===== src/rtl/lsu_pkg.sv =====
package lsu_pkg;
  typedef enum logic [1:0] {
    OP_ADC = 2'd0,
    OP_SBB = 2'd1,
    OP_ADB = 2'd2,
    OP_NEG = 2'd3
  } op_e;
endpackage


===== src/rtl/lsu_lane.sv =====
module lsu_lane
  import lsu_pkg::*;
#(
  parameter int W = 8
) (
  input  op_e          op,
  input  logic [W-1:0] a,
  input  logic [W-1:0] m,
  input  logic         flag_in,
  output logic [W-1:0] res,
  output logic         flag_out
);
  logic [W-1:0] x, y;
  logic         cin;
  logic         carry_is_flag;
  logic [W:0]   sum;

  // Every opcode is reduced to one W-bit addition with carry-in.
  always_comb begin
    x = a;
    y = m;
    cin = flag_in;
    carry_is_flag = 1'b1;
    case (op)
      OP_ADC: begin
        y = m; cin = flag_in; carry_is_flag = 1'b1;
      end
      OP_SBB: begin
        y = ~m; cin = ~flag_in; carry_is_flag = 1'b0;
      end
      OP_ADB: begin
        y = m; cin = ~flag_in; carry_is_flag = 1'b0;
      end
      default: begin
        x = ~a;
        y = {{(W-1){1'b0}}, flag_in};
        cin = 1'b1;
        carry_is_flag = 1'b0;
      end
    endcase
  end

  assign sum      = {1'b0, x} + {1'b0, y} + {{W{1'b0}}, cin};
  assign res      = sum[W-1:0];
  assign flag_out = carry_is_flag ? sum[W] : ~sum[W];
endmodule


===== src/rtl/lsu_lane_array.sv =====
module lsu_lane_array
  import lsu_pkg::*;
#(
  parameter int LANES = 8,
  parameter int W     = 8,
  localparam int VW   = LANES * W
) (
  input  op_e              op,
  input  logic [VW-1:0]    acc,
  input  logic [VW-1:0]    mem,
  input  logic [LANES-1:0] flags,
  output logic [VW-1:0]    res,
  output logic [LANES-1:0] lane_flags
);
  for (genvar i = 0; i < LANES; i++) begin : g_lane
    lsu_lane #(.W(W)) u_lane (
      .op      (op),
      .a       (acc[i*W +: W]),
      .m       (mem[i*W +: W]),
      .flag_in (flags[i]),
      .res     (res[i*W +: W]),
      .flag_out(lane_flags[i])
    );
  end
endmodule


===== src/rtl/lsu_flag_shift.sv =====
module lsu_flag_shift
  import lsu_pkg::*;
#(
  parameter int LANES = 8
) (
  input  op_e              op,
  input  logic [LANES-1:0] lane_flags,
  output logic [LANES-1:0] shifted,
  output logic             top,
  output logic             extend
);
  logic fill;
  assign fill    = (op == OP_ADB);
  assign shifted = {lane_flags[LANES-2:0], fill};
  assign top     = lane_flags[LANES-1];
  assign extend  = fill & ~top;
endmodule


===== src/rtl/lane_save_unit.sv =====
module lane_save_unit
  import lsu_pkg::*;
#(
  parameter int LANES = 8,
  parameter int W     = 8,
  localparam int VW   = LANES * W
) (
  input  logic             clk,
  input  logic             rst,
  input  logic             in_valid,
  output logic             in_ready,
  input  logic [1:0]       in_op,
  input  logic [VW-1:0]    in_acc,
  input  logic [VW-1:0]    in_mem,
  input  logic [LANES-1:0] in_flags,
  output logic             out_valid,
  input  logic             out_ready,
  output logic [VW-1:0]    out_res,
  output logic [LANES-1:0] out_flags,
  output logic             out_top,
  output logic             out_extend
);
  op_e              op;
  logic [VW-1:0]    res_c;
  logic [LANES-1:0] lane_flags_c, shifted_c;
  logic             top_c, ext_c, accept;

  assign op       = op_e'(in_op);
  assign in_ready = ~out_valid | out_ready;
  assign accept   = in_valid & in_ready;

  lsu_lane_array #(.LANES(LANES), .W(W)) u_lanes (
    .op        (op),
    .acc       (in_acc),
    .mem       (in_mem),
    .flags     (in_flags),
    .res       (res_c),
    .lane_flags(lane_flags_c)
  );

  lsu_flag_shift #(.LANES(LANES)) u_shift (
    .op        (op),
    .lane_flags(lane_flags_c),
    .shifted   (shifted_c),
    .top       (top_c),
    .extend    (ext_c)
  );

  always_ff @(posedge clk) begin
    if (rst) begin
      out_valid  <= 1'b0;
      out_res    <= '0;
      out_flags  <= '0;
      out_top    <= 1'b0;
      out_extend <= 1'b0;
    end else if (accept) begin
      out_valid  <= 1'b1;
      out_res    <= res_c;
      out_flags  <= shifted_c;
      out_top    <= top_c;
      out_extend <= ext_c;
    end else if (out_ready) begin
      out_valid  <= 1'b0;
    end
  end

  // an accepted operand is presented on the next cycle
  a_r8_accept_latency: assert property (@(posedge clk) disable iff (rst)
    accept |=> out_valid);

  // a stalled result keeps every field
  a_r9_hold: assert property (@(posedge clk) disable iff (rst)
    out_valid && !out_ready |=> out_valid && $stable(out_res)
      && $stable(out_flags) && $stable(out_top) && $stable(out_extend));

  // extend only after a signed add (fill 1) whose top flag is clear
  a_r6_extend_fill: assert property (@(posedge clk) disable iff (rst)
    out_extend |-> out_flags[0] && !out_top);

  // reset empties the output register
  a_r10_reset_clear: assert property (@(posedge clk)
    rst |=> !out_valid && out_flags == '0 && out_res == '0 && !out_extend);
endmodule


===== config.mk =====
export PLATFORM = sky130hd
export DESIGN_NAME = lane_save_unit
export DESIGN_NICKNAME = d
export VERILOG_FILES = /design/src/rtl/lsu_pkg.sv /design/src/rtl/lsu_lane.sv /design/src/rtl/lsu_lane_array.sv /design/src/rtl/lsu_flag_shift.sv /design/src/rtl/lane_save_unit.sv
export SDC_FILE = /design/constraint.sdc
export NUM_CORES = 1
export LEC_CHECK = 0
export ABC_AREA = 1
export BUFFER_PORTS_ARGS = -buffer_cell sky130_fd_sc_hd__buf_2
export CORE_UTILIZATION = 48
export CTS_CLUSTER_DIAMETER = 100
export DETAILED_ROUTE_END_ITERATION = 12
export GPL_TIMING_DRIVEN = 1
export PLACE_DENSITY = 0.78
export SLEW_MARGIN = 10
export SYNTH_ARGS = -nofsm -noshare
export SYNTH_HDL_FRONTEND = slang
export SYNTH_SLANG_ARGS = --single-unit

===== constraint.sdc =====
create_clock -name clk -period 2.5 [get_ports clk]
set_clock_uncertainty 0.15 [all_clocks]
set_input_delay 0.125 -clock clk [delete_from_list [all_inputs] [get_ports clk]]
set_output_delay 0.125 -clock clk [all_outputs]
set_load 0.05 [all_outputs]

# [Word-level counts from Yosys, hierarchy flattened]
# Cells that the tools add are included.
[totals] reg_bits=75 out_inout_bits=76 wordCells=100
[classes] addsub=16 eq_ne=2 muxes=35 bitwise_logic=37 n_reduce_logical=5
[op_table] cell="8-bit NOT" n=16
[op_table] cell="8-bit one-hot mux with 2 select lines" n=8
[op_table] cell="8-bit by 8-bit adder with 9-bit output" n=8
[op_table] cell="9-bit by 1-bit adder with 9-bit output" n=8
[op_table] cell="8-bit two-way mux" n=8
[op_table] cell="1-bit NOT" n=18
[op_table] cell="1-bit one-hot mux with 2 select lines" n=8
[op_table] cell="1-bit two-way mux" n=11
[op_table] cell="2-bit OR reduction" n=2
[op_table] cell="3-bit OR reduction" n=1
[op_table] cell="1-bit bitwise AND" n=2
[op_table] cell="2-bit by 1-bit equality test with 1-bit output, second input constant" n=1
[op_table] cell="2-bit equality test, second input constant" n=1
[op_table] cell="2-bit logical NOT" n=1
[op_table] cell="2-bit nonzero test" n=1
[op_table] cell="1-bit OR" n=1

# [Logic depth before layout (Yosys ltp)]
# Gate-level depths: netlist of the first run.
[depth] depth_word=9 ltp_mapped=18

# [By module]
# A second synthesis of the first run with hierarchy kept.
[unflattened] cells_unflattened=1430 hier_area_um2=9004.9
[modules_own_cells] mod="lsu_lane (u_lanes.g_lane[0].u_lane ...)" n_inst=7 cells_per_inst=116 area_per_inst_um2=688.2 seq_area_each_um2=0.0
[modules_own_cells] mod="lane_save_unit" n_inst=1 cells_per_inst=491 area_per_inst_um2=3425.8 seq_area_each_um2=1501.4
[modules_own_cells] mod="lsu_lane (u_lanes.g_lane[7].u_lane)" n_inst=1 cells_per_inst=114 area_per_inst_um2=674.4 seq_area_each_um2=0.0
[modules_own_cells] mod="lsu_flag_shift" n_inst=1 cells_per_inst=13 area_per_inst_um2=87.6 seq_area_each_um2=0.0

# [Worst setup path after synthesis of the first run]
# Ideal clock, no wire load.
[synth_timing] path_type="input port to flip-flop" startpoint="input port in_op[0]" endpoint="register out_res[62]" setup_time_ns=0.113 arrival_time_ns=2.409 path_slack_ns=-0.172 path_stages=18 cell_sequence="inv_1 > ha_1 > buf_4 > nor2_4 > buf_4 > nand2_1 > o211ai_1 > o21ai_0 > fa_1 > fa_1 > nand3_1 > nand2_1 > nand2_1 > nand2_1 > nand2_1 > nand2_1 > o21ai_1 > inv_1"
[synth_between] elab_chain_len=5 elab_cells_between_ends=11 cone_classes="2 x add/sub; 2 x eq/ne; 3 x mux; 4 x reduce/logical"
[synth_rtl] item="start, declared" line="lane_save_unit.sv:12" rtl="input logic [1:0] in_op,"
[synth_rtl] item="2-bit equality test (tied with other cells)" line="lsu_lane.sv:24" rtl="case (op)"
[synth_rtl] item="2-bit OR reduction (no source line) / 3-bit OR reduction (equally long branches)"
[synth_rtl] item="8-bit one-hot mux with 2 select lines / 8-bit two-way mux (equally long branches)" line="lsu_lane.sv:24"
[synth_rtl] item="8-bit by 8-bit adder with 9-bit output" line="lsu_lane.sv:43" rtl="assign sum = {1'b0, x} + {1'b0, y} + {{W{1'b0}}, cin};"
[synth_rtl] item="9-bit by 1-bit adder with 9-bit output *" line="lsu_lane.sv:43"
[synth_rtl] item="end signal, assigned" line="lane_save_unit.sv:58" rtl="out_res <= res_c;"
[synth_rtl] item="end, declared" line="lane_save_unit.sv:18" rtl="output logic [VW-1:0] out_res,"
# Mark *: on every way between the ends. The rest lies on a longest branch, timed or not.
# A chain may end at the register's enable or synchronous reset.

# [Worst setup path after layout of the first run]
[layout_timing] startpoint="input port in_op[0]" endpoint="register out_res[46]"
# The elaborated chain is that of the path after synthesis.

==> impl_metrics.csv, run 1 <==
group,metric,value,unit
drt,postRouteWirelength,21.0,mm
run,max_cap_viol_count,0,
drt,drc,0,
setup_path,r2r-start,"out_valid$_SDFFE_PP0P_",
sta,drv_slew,0,
drt,first_pass_iters,7,
cts,cts_sinks,75,
cts,root_buffer,"clkbuf_16",
synth,ys_warn_count,0,
setup_path,worst_setup_path_start_kind,"primary input",
placed_design,placed_area,9110,µm²
synth,synth_most_common_cell,"nand2_1",
synth,synth_top_area_share,0.204,
synth,yosys_register_bits,75,
final_layout,antenna_cells,0,
grt,grt_pass1_wl,33.8,mm
synth,ys_seq_area_frac,0.204,
sta,post-route-min-period,2400,ps
final_layout,synthToLayoutAreaGrowth,28.5,%
drt,ant_nets,0,
cts,clkTransAtPathRegs,60,ps
setup_path,critPathLaunch,"in_op[0]",
synth,yosys-top-cells-count,"231 x nand2_1, 213 x nor2_1, 156 x inv_1",
power,switchingPower,2.43,mW
final_layout,seq_area,1500,µm²
sta,tightest_slew,711,ps
floorplan,core,14800,µm²
sta,fin_crit_sh,0.958,
setup_path,slowest_delay,400,ps
floorplan,start_util,0.499,
floorplan,die_h,126,µm
synth,synth.top_cells.by_area,"dfxtp_1 20%, nand2_1 12%, nor2_1 11%, ha_1 11%, xor2_1 9.3%",
grt,grt_usage,0.264,
setup_path,path_class,"primary input to flop",
power,p_leak,5.53,nW
power,ir_drop,0.000316,V
power,p_comb_frac,0.524,
final_layout,stdcell_area,9460,µm²
synth,async_flop_share,0,
synth,synthesis.area,7360,µm²
synth,avgSynthCellArea,6.42,µm²
sta,setup_tns,0,ps
sta,clock.fmax,0.417,GHz
grt,grt_antenna_before_repair,1,
cts,cts_buffers,9,
synth,yosys.area.top_type,"dfxtp_1",
drt,wl_per_cell,13.1,µm
sta,hold_viol,0,
synth,synth-main-ff-cell,"dfxtp_1",
placed_design,port_buffers,217,
drt,via_per_inst,5.00,
cts,clock_latency,340,ps
setup_path,cp_slowest_cell,"fa_1",
setup_path,cp_top_family,"adder cells",
cts,htree_levels,3,
power,p_int,3.18,mW
power,swShare,0.434,
cts,cts_buffer_depth,2,
synth,syn_nets,1366,
floorplan,rows,44,
grt,first_global_vias,7346,
setup_path,r2r_slack,570,ps
synth,syn-instance-count,1146,
drt,vias,8038,
power,power,5.61,mW
final_layout,filler_cell_count,1367,
grt,grt_max_degree,55,
synth,yosysUniqueCellTypes,28,
placed_design,hpwl,16.1,mm
synth,synth_edf_count,0,
worst_hold_path,hp-class,"primary input to flop",
status,outcome,"finished, final reports clean",
grt,grt_remaining_overflow,0,
setup_path,cp_max_fo,6,
floorplan,dieArea,15800,µm²
setup_path,end_kind,"flop",
setup_path,crit_chain,"clkbuf_4 -> inv_2 -> ha_4 -> clkinvlp_4 -> buf_4 -> o211ai_1 -> fa_1 -> inv_1 -> fa_1 -> o21ai_2 -> nand2_1 -> nand3_1 -> nand3_1 -> nand2_1 -> inv_1",
placed_design,gp_congestion,0.912,
final_layout,nets,1639,
floorplan,die_w,126,µm
setup_path,cp.required,2590,ps
drt,initialDrtViolationCount,369,
setup_path,cp_data_arrival_time,2490,ps
floorplan,boundaryPins,218,
sta,setup_viol,0,
sta,max_slew_margin,0.526,
setup_path,worstPathBufferInverterCount,6,
final_layout,multiInputGateArea,5030,µm²
final_layout,drive_gt1_frac,0.244,
power,p_clk_frac,0.222,
worst_hold_path,holdCritStartpoint,"in_valid",
power,power_frac_seq,0.254,
cts,cts_tree,"built",
power,power_density,593,nW/µm²
[power groups by stage]
stage / Sequential (mW) / Combinational, mW / Clock, mW
final: 1.43 / 2.94 / 1.25
after global routing: 1.44 / 3.25 / 1.33
after CTS: 1.43 / 2.92 / 1.28
after detailed placement: 1.45 / 2.91 / 0
after global placement: 1.45 / 2.86 / 0
after floorplan: 1.94 / 1.54 / 0
[metal layers]
metal	wire length (µm)	vias to the layer above	GRT usage
li1	-	4142	-
met1	8680	3550	0.313
met2	10000	300	0.465
met3	1730	44	0.0612
met4	564	2	0.0985
met5	13	-	0
[flip-flops by register name (all words and copies together), names as in the netlist]
register / flops
out_res: 64
out_flags: 8
out_extend: 1
out_top: 1
out_valid: 1
[what timing repair did]
action                     4_1_cts  5_1_grt
hold endpoints to repair         1        0
setup buffers                    0        4
hold buffers                     1        0
resized for setup                0       10
setup endpoints to repair        0       40
[metrics by stage]
step	hold WS (ps)	cells	utilization	setup WS, ps
floorplan	216	1146	-	3.73
global placement	304	1586	0.618	-177
detailed placement	315	1586	0.618	-280
CTS	116	1603	0.637	73.7
global route	136	1608	0.641	-13.6
finish	120	1608	0.641	105
[placed cells by master, fill, tap and decap left out, drive strengths merged, types with 58 or more instances in the layout]
master / count
buf: 306
xor2: 78
o21ai: 58
nand3: 81
inv: 156
dfxtp: 75
ha: 62
a21oi: 80
nand2: 233
nor2: 215
[kinds of logic after synthesis]
group / count (synthesis) / synth area share
simple gates: 529 / 0.288
buf+inv: 204 / 0.119
compound gates: 174 / 0.137
xor+xnor: 86 / 0.102
fa+ha+maj: 78 / 0.149
flops: 75 / 0.204
[area by class of cell]
type                    count  share of cell area
multi-input cells         868               0.532
repair buffers            308               0.193
well taps                 184              0.0243
clock inverters             2             0.00106
flip-flops and latches     75               0.159
inverters                 157              0.0630
clock buffers              14              0.0279
[worst reg2reg max path, delay by kind of cell (launching register included)]
kind          cells  cell delay, ps
buf+inv           3             870
simple gates      4             480
flops             1             330
[path summary, 6_finish.rpt]
path,end,cells past startpoint
setup / recovery,out_res[46]$_SDFFE_PP0P_,15
hold / removal,out_valid$_SDFFE_PP0P_,3
setup reg to reg,out_res[45]$_SDFFE_PP0P_,7
hold reg to reg,out_extend$_SDFFE_PP0P_,2
No activity file was read; power rests on OpenSTA's default activity.
==> run 2, diff against run 1 <==
--- a/config.mk
+++ b/config.mk
@@ -9,9 +9,11 @@
 export BUFFER_PORTS_ARGS = -buffer_cell sky130_fd_sc_hd__buf_2
 export CORE_UTILIZATION = 48
 export CTS_CLUSTER_DIAMETER = 100
+export CTS_CLUSTER_SIZE = 25
 export DETAILED_ROUTE_END_ITERATION = 12
 export GPL_TIMING_DRIVEN = 1
 export PLACE_DENSITY = 0.78
+export REMOVE_ABC_BUFFERS = 1
 export SLEW_MARGIN = 10
 export SYNTH_ARGS = -nofsm -noshare
 export SYNTH_HDL_FRONTEND = slang
==> run 2 against run 1 <==
Against the previous run: global-route usage is essentially flat; wire length decreased by 1.8%; flip-flop and latch count unchanged; final area is 2.2% lower; utilization decreased by 1.4 points; non-clock buffer count shrank 27; count of clock-buffer cells in the layout is 1 higher; sequential share of layout area rose by 0.36 points; largest cell class unchanged.
==> impl_metrics.csv, run 2 (synthesis gave the netlist of run 1 again) <==
group,metric,value,unit
power,p_int,3.14,mW
grt,first_global_vias,7283,
cts,cts_buffer_depth,2,
power,p_comb_frac,0.506,
drt,first_pass_iters,5,
final_layout,antenna_cells,0,
sta,rsz0062_at_grt,"false",
cts,clock_latency,350,ps
setup_path,path_class,"primary input to flop",
floorplan,boundaryPins,218,
power,power_frac_seq,0.257,
drt,via_per_inst,4.94,
floorplan,die_w,126,µm
setup_path,r2r_slack,590,ps
setup_path,cp.required,2600,ps
sta,setup_tns,0,ps
power,swShare,0.433,
drt,postRouteWirelength,20.7,mm
setup_path,r2r-start,"out_valid$_SDFFE_PP0P_",
final_layout,reg_top3,"out_res: 64 flops, out_flags: 8 flops",
sta,hold_viol,0,
run,max_cap_viol_count,0,
sta,timing.final.ws_setup,184,ps
sta,post-route-min-period,2320,ps
drt,ant_nets,0,
setup_path,reg2regPathDepth,8,
floorplan,core,14800,µm²
sta,clock.fmax,0.432,GHz
final_layout,regMostFlops,"out_res",
final_layout,largest_reg_flops,64,
final_layout,nets,1611,
power,p_leak,5.42,nW
final_layout,drive_gt1_frac,0.224,
cts,cts_tree,"built",
placed_design,gp_congestion,0.903,
drt,initialDrtViolationCount,406,
setup_path,worst_setup_path_start_kind,"primary input",
floorplan,dieArea,15800,µm²
sta,drv_slew,0,
power,power,5.53,mW
sta,tightest_slew,826,ps
grt,grt_remaining_overflow,0,
power,power_density,598,nW/µm²
sta,hold_slack,107,ps
floorplan,start_util,0.499,
status,outcome,"finished, final reports clean",
cts,root_buffer,"clkbuf_16",
floorplan,die_h,126,µm
cts,cts_sinks,75,
final_layout,final_common_cell,"nand2_1",
setup_path,worst_r2r_endpoint,"out_res[19]$_SDFFE_PP0P_",
setup_path,cp_slowest_cell,"fa_1",
final_layout,layout_common_cells,"231 x nand2_1, 217 x buf_2, 213 x nor2_1, 156 x inv_1, 81 x nand3_1",
drt,vias,7805,
sta,fin_crit_sh,0.926,
grt,grt_pass1_wl,33.5,mm
placed_design,hpwl,15.5,mm
drt,drc,0,
sta,setup_viol,0,
drt,wl_per_cell,13.1,µm
placed_design,port_buffers,217,
placed_design,placed_area,8940,µm²
worst_hold_path,holdCritStartpoint,"in_valid",
setup_path,end_kind,"flop",
setup_path,slowest_delay,400,ps
sta,max_slew_margin,0.448,
worst_hold_path,hp-class,"primary input to flop",
final_layout,final_util,0.627,
cts,htree_levels,3,
worst_hold_path,hold_end,"out_valid$_SDFFE_PP0P_",
final_layout,stdcell_area,9250,µm²
setup_path,crit_chain,"buf_2 -> buf_4 -> ha_4 -> buf_4 -> buf_12 -> xor2_1 -> fa_1 -> inv_1 -> fa_1 -> o21ai_2 -> nand2_1 -> nand3_1 -> nand3_1 -> nand2_1 -> inv_1",
cts,clkTransAtPathRegs,60,ps
power,ir_drop,0.000332,V
cts,cts_buffers,9,
power,p_clk_frac,0.237,
grt,grt_max_degree,55,
floorplan,rows,44,
grt,grt_usage,0.264,
power,switchingPower,2.39,mW
grt,grt_antenna_before_repair,0,
setup_path,cp_data_arrival_time,2420,ps
placed_design,dp_slack,-196,ps
placed_design,dpl.cell_count,1563,
final_layout,finalNonFillerCells,1580,
final_layout,synthToLayoutAreaGrowth,25.7,%
setup_path,cp_max_fo,10,
worst_hold_path,hold_path_depth,3,
final_layout,filler_cell_count,1393,
run 2: worst max path at each step:
| stage | startpoint | endpoint | slack (ps) | depth (start not counted) |
|---|---|---|---|---|
| final | in_op[0] | out_flags[4]$_SDFFE_PP0P_ | 180 | 15 |
| after detailed placement | in_op[1] | out_flags[4]$_SDFFE_PP0P_ | -200 | 17 |
| after global routing | in_op[1] | out_res[30]$_SDFFE_PP0P_ | 4 | 17 |
| after global placement | in_op[0] | out_flags[4]$_SDFFE_PP0P_ | -170 | 15 |
| after floorplan | in_op[0] | out_res[62]$_SDFFE_PP0P_ | -2430 | 14 |
| after CTS | in_op[0] | out_flags[4]$_SDFFE_PP0P_ | 170 | 15 |
run 2: power groups by stage:
stage                     registers (mW)  clock network, mW  logic (mW)
after floorplan                     1.94                  0        1.47
after global placement              1.44                  0        2.73
after detailed placement            1.45                  0        2.78
after CTS                           1.42               1.34        2.80
after global routing                1.44               1.38        3.12
final                               1.42               1.31        2.80
run 2: area by class of cell:
type / count / area, µm² / area share
Clock inverter: 1 / 5.00 / 0.000541
Sequential cell: 75 / 1500 / 0.162
Timing Repair Buffer: 281 / 1640 / 0.177
Tap cell: 184 / 230 / 0.0249
Multi-Input combinational cell: 867 / 5000 / 0.540
Inverter: 157 / 592 / 0.0640
Clock buffer: 15 / 288 / 0.0311
run 2: timing repair:
| action | 4_1_cts | 5_1_grt |
|---|---|---|
| buffers inserted | 0 | 0 |
| gates resized for setup | 0 | 2 |
| endpoints found under the hold margin | 1 | 0 |
| hold buffers | 1 | 0 |
| setup endpoints to repair | 0 | 10 |
run 2: critical path: cells and delay by family:
kind	cells	cell delay, ps
xor gates and xnor gates	1	270
adders and majority gates	3	820
and+or+nand+nor	4	350
AOI/OAI and AO/OA	1	210
buffers and inverters	6	650
run 2: routing by layer:
metal | global-route usage | share of wire
met2 | 0.453 | 0.46
met3 | 0.0463 | 0.063
met4 | 0.102 | 0.021
met1 | 0.330 | 0.45
met5 | 0 | 0
==> run 3, diff against run 2 <==
--- a/config.mk
+++ b/config.mk
@@ -7,6 +7,7 @@
 export LEC_CHECK = 0
 export ABC_AREA = 1
 export BUFFER_PORTS_ARGS = -buffer_cell sky130_fd_sc_hd__buf_2
+export CORE_MARGIN = 2
 export CORE_UTILIZATION = 48
 export CTS_CLUSTER_DIAMETER = 100
 export CTS_CLUSTER_SIZE = 25
==> run 3 against run 2 <==
Against the previous run: flip-flop and latch count did not move; sequential share of layout area fell by 0.055 points; combinational power barely moved; total power rose by 2.8%; sequential power barely moved; final cell count rose by 0.19%; critical path depth rose by 2; clock power rose by 12%; hold slack got worse by 26 ps; largest cell class unchanged.
==> impl_metrics.csv, run 3 (synthesis gave the netlist of run 1 again) <==
group,metric,value,unit
final_layout,regMostFlops,"out_res",
final_layout,reg_top3,"out_res: 64 flops, out_flags: 8 flops",
grt,grt_antenna_before_repair,2,
power,p_leak,5.42,nW
placed_design,hpwl,15.9,mm
setup_path,cp_data_arrival_time,2390,ps
power,power_density,613,nW/µm²
drt,initialDrtViolationCount,388,
sta,setup_viol,0,
cts,cts_buffer_depth,2,
setup_path,cp_max_fo,3,
floorplan,boundaryPins,218,
floorplan,dieArea,16300,µm²
final_layout,final_common_cell,"nand2_1",
sta,drv_slew,0,
cts,clock_latency,340,ps
final_layout,layout_common_cells,"231 x nand2_1, 217 x buf_2, 213 x nor2_1, 156 x inv_1, 81 x nand3_1",
grt,grt_usage,0.255,
drt,drc,0,
setup_path,cp.required,2590,ps
final_layout,final_util,0.615,
sta,fin_crit_sh,0.920,
final_layout,drive_gt1_frac,0.225,
cts,clkTransAtPathRegs,60,ps
power,ir_drop,0.000325,V
drt,first_pass_iters,7,
status,outcome,"finished, final reports clean",
placed_design,gp_congestion,0.910,
sta,clock.fmax,0.435,GHz
drt,vias,7888,
final_layout,synthToLayoutAreaGrowth,26.1,%
floorplan,start_util,0.488,
final_layout,largest_reg_flops,64,
sta,max_slew_margin,0.525,
placed_design,port_buffers,217,
sta,post-route-min-period,2300,ps
grt,first_global_vias,7162,
grt,grt_pass1_wl,33.7,mm
run,max_cap_viol_count,0,
sta,rsz0062_at_grt,"true",
cts,cts_tree,"built",
final_layout,stdcell_area,9280,µm²
floorplan,die_w,128,µm
floorplan,core,15100,µm²
cts,post_cts_buffers,0,
setup_path,path_class,"primary input to flop",
sta,tightest_slew,712,ps
worst_hold_path,hp-class,"primary input to flop",
floorplan,die_h,128,µm
cts,cts_buffers,9,
setup_path,worst_setup_path_start_kind,"primary input",
drt,via_per_inst,4.98,
drt,wl_per_cell,13.2,µm
floorplan,rows,45,
drt,postRouteWirelength,20.9,mm
setup_path,end_kind,"flop",
final_layout,nets,1609,
power,power,5.69,mW
placed_design,placed_area,8930,µm²
grt,grt_remaining_overflow,0,
sta,hold_viol,0,
cts,root_buffer,"clkbuf_16",
grt,grt_max_degree,53,
drt,ant_nets,0,
cts,cts_sinks,75,
cts,htree_levels,3,
[run 3: layout make-up]
type / count / area [µm²]
fill: 1445 / 5810
timing repair buffer: 279 / 1620
antenna: 1 / 2.50
sequential: 75 / 1500
inverter: 157 / 592
clock inverter: 4 / 72.6
clock buffer: 12 / 256
tap: 188 / 235
multi-input combinational: 867 / 5000
[run 3: power breakdown]
group | total (mW) | leakage, nW | switching [mW] | internal [mW]
clock network | 1.47 | 0.159 | 0.546 | 0.928
registers | 1.42 | 0.623 | 0.0800 | 1.34
logic | 2.79 | 4.64 | 1.79 | 1.00
total | 5.69 | 5.42 | 2.41 | 3.27
[run 3: final timing paths]
kind	startpoint	to	slack, ps	depth (start not counted)
max	in_op[0]	out_top$_SDFFE_PP0P_	200	17
min	rst	out_valid$_SDFFE_PP0P_	80	2
max reg2reg	out_valid$_SDFFE_PP0P_	out_top$_SDFFE_PP0P_	740	8
min reg2reg	out_flags[0]$_SDFFE_PP0P_	out_flags[0]$_SDFFE_PP0P_	330	2
[run 3: through the flow]
stage / hold WS (ps) / setup slack (ps) / TNS [ps] / instances
after floorplan: 44.1 / -2430 / -148710 / 1099
after global placement: 302 / -138 / -1770 / 1565
after detailed placement: 320 / -215 / -4950 / 1565
after CTS: 79.5 / 113 / 0 / 1582
after global routing: 138 / -13.7 / -13.7 / 1583
final: 80.8 / 199 / 0 / 1583
[run 3: critical path, stage by stage]
cell      delay [ps]
buf_2            120
inv_1             60
ha_1             240
nor2_4           130
nand2_1           60
o211ai_1          90
o21ai_1          130
fa_2             390
fa_1             390
nand3_1          100
nand2_1          100
nand2_1           90
nand2_1           50
nand2_1           80
nand3_1           80
nand2_1          110
inv_1             40
[run 3: metal layers]
| metal | share of wire | global-route usage | vias up | wire length [µm] |
|---|---|---|---|---|
| met1 | 0.45 | 0.327 | 3541 | 9360 |
| met4 | 0.016 | 0.0666 | 2 | 329 |
| met3 | 0.064 | 0.0530 | 31 | 1330 |
| met5 | 0.00053 | 0 | - | 11 |
| li1 | - | - | 4081 | - |
| met2 | 0.47 | 0.438 | 233 | 9830 |
[run 3: what timing repair did]
action / in CTS / in global routing
resized for setup: 0 / 8
endpoints found under the hold margin: 1 / 0
hold buffers: 1 / 0
setup endpoints to repair: 0 / 13
